===== src/rtl/flash_status_pkg.sv =====
package flash_status_pkg;
  typedef enum logic [2:0] {
    MODE_IDLE   = 3'd0,
    MODE_PROG   = 3'd1,
    MODE_BERASE = 3'd2,
    MODE_CERASE = 3'd3,
    MODE_ESUSP  = 3'd4,
    MODE_SPROG  = 3'd5
  } fs_mode_e;

  function automatic logic fs_busy(input logic [2:0] m);
    return (m == MODE_PROG) || (m == MODE_BERASE) ||
           (m == MODE_CERASE) || (m == MODE_SPROG);
  endfunction
endpackage


===== src/rtl/fs_toggle_pair.sv =====
module fs_toggle_pair (
  input  logic clk_i,
  input  logic rst_ni,
  input  logic rd_stb_i,
  input  logic en6_i,
  input  logic en2_i,
  output logic t6_o,
  output logic t2_o
);
  always_ff @(posedge clk_i or negedge rst_ni) begin
    if (!rst_ni) begin
      t6_o <= 1'b0;
      t2_o <= 1'b0;
    end else if (rd_stb_i) begin
      if (en6_i) t6_o <= ~t6_o;
      if (en2_i) t2_o <= ~t2_o;
    end
  end
endmodule


===== src/rtl/fs_err_track.sv =====
module fs_err_track #(
  parameter int BLK_AW = 3
) (
  input  logic              clk_i,
  input  logic              rst_ni,
  input  logic              done_i,
  input  logic              pass_i,
  input  logic              bad_write_i,
  input  logic              reset_cmd_i,
  input  logic [BLK_AW-1:0] op_blk_i,
  output logic              err_o,
  output logic [BLK_AW-1:0] fault_blk_o
);
  logic fail;
  assign fail = (done_i && !pass_i) || bad_write_i;

  always_ff @(posedge clk_i or negedge rst_ni) begin
    if (!rst_ni) begin
      err_o       <= 1'b0;
      fault_blk_o <= '0;
    end else if (reset_cmd_i) begin
      err_o <= 1'b0;
    end else if (fail) begin
      err_o       <= 1'b1;
      fault_blk_o <= op_blk_i;
    end else if (done_i && pass_i) begin
      err_o <= 1'b0;
    end
  end
endmodule


===== src/rtl/fs_erase_window.sv =====
module fs_erase_window #(
  parameter int WIN_CYCLES = 16
) (
  input  logic clk_i,
  input  logic rst_ni,
  input  logic erase_cmd_i,
  output logic open_o
);
  localparam int CW = $clog2(WIN_CYCLES + 1);
  localparam logic [CW-1:0] LOAD = CW'(WIN_CYCLES);

  logic [CW-1:0] cnt_q;

  always_ff @(posedge clk_i or negedge rst_ni) begin
    if (!rst_ni)              cnt_q <= '0;
    else if (erase_cmd_i)     cnt_q <= LOAD;
    else if (cnt_q != '0)     cnt_q <= cnt_q - 1'b1;
  end

  // window still counting -> DQ3 low
  assign open_o = (cnt_q == '0);
endmodule


===== src/rtl/flash_status_gen.sv =====
module flash_status_gen
  import flash_status_pkg::*;
#(
  parameter int NUM_BLOCKS = 8,
  parameter int WIN_CYCLES = 16
) (
  input  logic                          clk_i,
  input  logic                          rst_ni,
  input  logic [2:0]                    mode_i,
  input  logic [NUM_BLOCKS-1:0]         erase_mask_i,
  input  logic [$clog2(NUM_BLOCKS)-1:0] rd_blk_i,
  input  logic                          rd_stb_i,
  input  logic                          data7_i,
  input  logic                          done_i,
  input  logic                          pass_i,
  input  logic                          bad_write_i,
  input  logic                          reset_cmd_i,
  input  logic [$clog2(NUM_BLOCKS)-1:0] op_blk_i,
  input  logic                          erase_cmd_i,
  output logic                          dq7_o,
  output logic                          dq6_o,
  output logic                          dq5_o,
  output logic                          dq3_o,
  output logic                          dq2_o,
  output logic                          bypass_o
);
  localparam int BLK_AW = $clog2(NUM_BLOCKS);

  logic              t6, t2, en6, en2, err;
  logic [BLK_AW-1:0] fault_blk;
  logic              blk_hit, fault_hit;

  fs_toggle_pair u_tog (
    .clk_i    (clk_i),
    .rst_ni   (rst_ni),
    .rd_stb_i (rd_stb_i),
    .en6_i    (en6),
    .en2_i    (en2),
    .t6_o     (t6),
    .t2_o     (t2)
  );

  fs_err_track #(.BLK_AW(BLK_AW)) u_err (
    .clk_i       (clk_i),
    .rst_ni      (rst_ni),
    .done_i      (done_i),
    .pass_i      (pass_i),
    .bad_write_i (bad_write_i),
    .reset_cmd_i (reset_cmd_i),
    .op_blk_i    (op_blk_i),
    .err_o       (err),
    .fault_blk_o (fault_blk)
  );

  fs_erase_window #(.WIN_CYCLES(WIN_CYCLES)) u_win (
    .clk_i       (clk_i),
    .rst_ni      (rst_ni),
    .erase_cmd_i (erase_cmd_i),
    .open_o      (dq3_o)
  );

  assign blk_hit   = erase_mask_i[rd_blk_i];
  assign fault_hit = err && (rd_blk_i == fault_blk);
  assign dq5_o     = err;

  always_comb begin
    en6      = fs_busy(mode_i);
    en2      = 1'b0;
    dq7_o    = 1'b0;
    dq6_o    = t6;
    dq2_o    = 1'b1;
    bypass_o = 1'b0;
    unique case (mode_i)
      MODE_PROG: dq7_o = ~data7_i;
      MODE_BERASE: begin
        en2   = blk_hit;
        dq2_o = blk_hit ? t2 : 1'b1;
      end
      MODE_CERASE: begin
        en2   = 1'b1;
        dq2_o = t2;
      end
      MODE_ESUSP: begin
        en2 = blk_hit;
        if (blk_hit) begin
          dq7_o = 1'b1;
          dq6_o = 1'b1;
          dq2_o = t2;
        end else begin
          bypass_o = 1'b1;
        end
      end
      MODE_SPROG: begin
        en2   = blk_hit;
        dq7_o = ~data7_i;
        dq2_o = blk_hit ? t2 : 1'b1;
      end
      default: begin
        // idle: status persists only to locate a faulty block
        en2      = fault_hit;
        dq2_o    = fault_hit ? t2 : 1'b1;
        bypass_o = ~err;
      end
    endcase
  end
endmodule


===== config.mk =====
export PLATFORM = sky130hd
export DESIGN_NAME = flash_status_gen
export DESIGN_NICKNAME = d
export VERILOG_FILES = /design/src/rtl/flash_status_pkg.sv /design/src/rtl/fs_toggle_pair.sv /design/src/rtl/fs_err_track.sv /design/src/rtl/fs_erase_window.sv /design/src/rtl/flash_status_gen.sv
export SDC_FILE = /design/constraint.sdc
export NUM_CORES = 1
export LEC_CHECK = 0
export ABC_AREA = 1
export CORE_ASPECT_RATIO = 0.7
export CORE_MARGIN = 5
export CORE_UTILIZATION = 41
export CTS_BUF_LIST = sky130_fd_sc_hd__clkbuf_16
export DETAILED_ROUTE_END_ITERATION = 6
export GPL_ROUTABILITY_DRIVEN = 0
export MAX_ROUTING_LAYER = met4
export PLACE_DENSITY = 0.83
export SLEW_MARGIN = 15
export SYNTH_ARGS = -nofsm -noshare
export SYNTH_HDL_FRONTEND = slang
export SYNTH_SLANG_ARGS = --single-unit

===== constraint.sdc =====
create_clock -name clk_i -period 1.55 [get_ports clk_i]
set_clock_uncertainty 0.1 [all_clocks]
set_input_delay 0.31 -clock clk_i [delete_from_list [all_inputs] [get_ports clk_i]]
set_output_delay 0.31 -clock clk_i [all_outputs]
set_load 0.1 [all_outputs]

==> results.json <==
{
  "fmax_mhz": 571.2,
  "hold_buffers": 0,
  "core_mm2": 0.001822,
  "numClockSinks": 11,
  "vias": 1015,
  "antenna_found_initial": 0,
  "ys_top_cells_by_area": "dfrtp_1, nand2_1, inv_1, nand3_2, nor2_1",
  "hold_viol": 0,
  "hold_ws_ns": 0.3133,
  "grt_pass1_vias": 991,
  "tritoncts": "yes",
  "slowest_stage": "dfrtp_1",
  "async_flop_share": 1.000,
  "syn_avg_cell_area_um2": 6.973,
  "slowest_delay_ns": 0.41,
  "grt_overflow": 0,
  "synth_common_cells": "nand2_1, inv_1, dfrtp_1, nor2_1, nand3_1",
  "synthMuxAreaShare": 0.02936,
  "synth_nets": 137,
  "grt_usage": 0.2348,
  "via_per_inst": 5.428,
  "timing.final.crit_share": 1.129,
  "synth_seq_cells": 11,
  "synth_top_area_frac": 0.3589,
  "critPathCaptureType": "output port",
  "slew_viol_final": 0,
  "rsz0062_at_grt": "true",
  "crit_type": "reg2out",
  "synthXorXnorAreaFrac": 0.03426,
  "fin_util": 0.8489,
  "synth_area_um2": 767.0,
  "maxCapViolations": 0,
  "synth.distinct_cells": 20,
  "cp-start-kind": "register",
  "setup_viol": 4,
  "dp_hpwl_mm": 1.848,
  "die_w_um": 61.70,
  "p_leak_nw": 0.7767,
  "synthSimpleGateAreaFrac": 0.3524,
  "relSlewSlack": 0.6613,
  "synth_edf_count": 0,
  "initial_core_util": 0.4210,
  "layout-drive-gt1-share": 0.5758,
  "drt_iter0_drc": 31,
  "synth_top_family_by_area": "simple AND/OR/NAND/NOR gates",
  "place_worst_setup_slack_ns": -0.6040,
  "tightest_slew_ns": 0.5065,
  "clock_latency_ns": 0.24,
  "clock_path_buffers": 2,
  "cp_num_buf_inv": 1,
  "final_antenna_net_count": 0,
  "finalWirelength_mm": 3.293,
  "layoutNonFillerInstCount": 187,
  "num_rows": 13,
  "htreeDepth": 1,
  "grt_pass1_wl_mm": 4.705,
  "fillers": 99,
  "synthAdderAreaFrac": 0.01631,
  "synth_compound_area_frac": 0.1011,
  "worst_slack_ns": -0.2006,
  "cts-buffers-inserted": 3,
  "cpLargestDelayFamily": "simple AND/OR/NAND/NOR gates",
  "violations": "setup timing",
  "finalCriticalPeriod_ns": 1.751,
  "yosysMostFrequentCell": "nand2_1",
  "die_area_mm2": 0.002849,
  "ctsRootBufferMaster": "clkbuf_16",
  "path_max_fanout": 3,
  "synth_top_cell_by_area": "dfrtp_1",
  "regArea_um2": 279.0,
  "num_antenna_cells": 0,
  "drc_errors": 0,
  "path_cells": "nand2_1 -> nand2_2 -> a21oi_2 -> nand2_1 -> nand2_2 -> nand3_4 -> buf_12",
  "critPathArrivalTime_ns": 1.34,
  "hold_class": "in2async",
  "ir_worst_vdd_uv": 1302,
  "synthFlopType": "dfrtp_1",
  "ios": 32,
  "drtPass1Iterations": 4,
  "power_density_mw_per_mm2": 1372,
  "finalNetCount": 193,
  "required_ns": 1.14,
  "place_inst": 176,
  "multi_input_area_um2": 584.3,
  "clk_pin_slew_ns": 0.04,
  "die_h_um": 46.19,
  "port_buffers": 31,
  "grt_max_degree": 12,
  "ys_warn_count": 0,
  "ys_seq_area_frac": 0.3589,
  "wire_per_inst_um": 17.61,
  "status": "complete, but fails checks",
  "synthToLayoutAreaGrowth_pct": 101.6,
  "postSynthCellCount": 110,
  "power_mw": 2.122
}
[state kept, by name, summed over array words and instances, names as in the netlist]
name               count
u_tog.t6_o             1
u_err.err_o            1
u_err.fault_blk_o      3
u_tog.t2_o             1
u_win.cnt_q            5
[layout make-up]
cell class,instances,area share
multi-input combinational,77,0.3778
sequential,11,0.1804
inverter,22,0.06311
clock buffer,3,0.04854
clock inverter,1,0.003236
timing repair buffer,51,0.3091
tap,22,0.01780
[cell usage in the layout, fill, tap and decap left out, types with 2 or more instances in the layout]
cell,synthesis,layout
buf_4,0,19
nand3_1,7,3
dfrtp_1,11,10
clkbuf_16,0,3
nand3_4,0,4
nand2_4,0,6
a21oi_2,2,2
inv_2,1,8
nand3_2,4,4
a21oi_1,4,4
buf_2,0,8
nor2_2,1,3
inv_1,21,12
clkbuf_2,0,4
xor2_1,3,3
mux2_2,2,2
buf_12,0,7
o21ai_1,0,2
buf_6,0,2
nand2_2,2,10
nor2_1,10,6
nor2_4,1,3
clkdlybuf4s50_1,0,10
nand2_1,31,17
[per-stage QoR]
step	setup TNS [ns]	area, um^2
6_report	-0.3794	1546
5_1_grt	-0.5419	1546
4_1_cts	-0.2382	1499
3_5_place_dp	-3.151	1315
3_3_place_gp	-2.823	1315
2_1_floorplan	-0.8456	819.5
[worst register-to-register path: stages (launching register included)]
cell and delay, ns:
dfrtp_1 0.39, inv_2 0.09, ha_4 0.16, nand2_4 0.06, nor2_4 0.13, buf_4 0.13, buf_4 0.12, nor3_1 0.05
a21oi_1 0.13, nor2_1 0.06
[routing by layer]
metal	GRT usage	wire length, um	share of wire	up-vias
met5	-	0	0	-
met4	0.05508	198	0.060	0
met3	0.05042	203	0.062	22
met2	0.4280	1609	0.49	58
met1	0.2615	1282	0.39	484
li1	-	-	-	451
[repair_timing]
| item | 4_1_cts | 5_1_grt |
|---|---|---|
| buffers inserted | 5 | 2 |
| endpoints found under the hold margin | 0 | 0 |
| pin swaps | 21 | 12 |
| setup endpoints to repair | 6 | 7 |
| gates resized for setup | 78 | 21 |
[report_power, final]
group,switching [mW],internal (mW)
Sequential,0.0943,0.384
Combinational,0.686,0.486
Clock,0.131,0.342
Total,0.911,1.21
[cell families (layout without fill, tap and decap cells)]
logic type | after synthesis | after routing
simple gates | 58 | 58
buf+inv | 22 | 77
compound gates | 13 | 13
flops | 11 | 11
xor+xnor | 3 | 3
mux | 2 | 2
fa+ha+maj | 1 | 1
[path summary, 6_finish.rpt]
kind | from | to | slack [ns] | cells after the start
worst max-delay path | u_err.fault_blk_o[2]$_DFFE_PN0P_ | dq2_o | -0.20 | 7
worst min-delay path | rst_ni | u_tog.t2_o$_DFFE_PN0P_ | 0.31 | 1
worst max register to register | u_win.cnt_q[0]$_DFFE_PN0P_ | u_win.cnt_q[3]$_DFFE_PN0P_ | 0.01 | 9
worst min register to register | u_tog.t2_o$_DFFE_PN0P_ | u_tog.t2_o$_DFFE_PN0P_ | 0.43 | 2
max in group asynchronous | rst_ni | u_err.err_o$_DFFE_PN0P_ | 0.65 | 1
min in group clk_i | u_tog.t2_o$_DFFE_PN0P_ | u_tog.t2_o$_DFFE_PN0P_ | 0.43 | 2
Power figures use the tool's default switching activity.
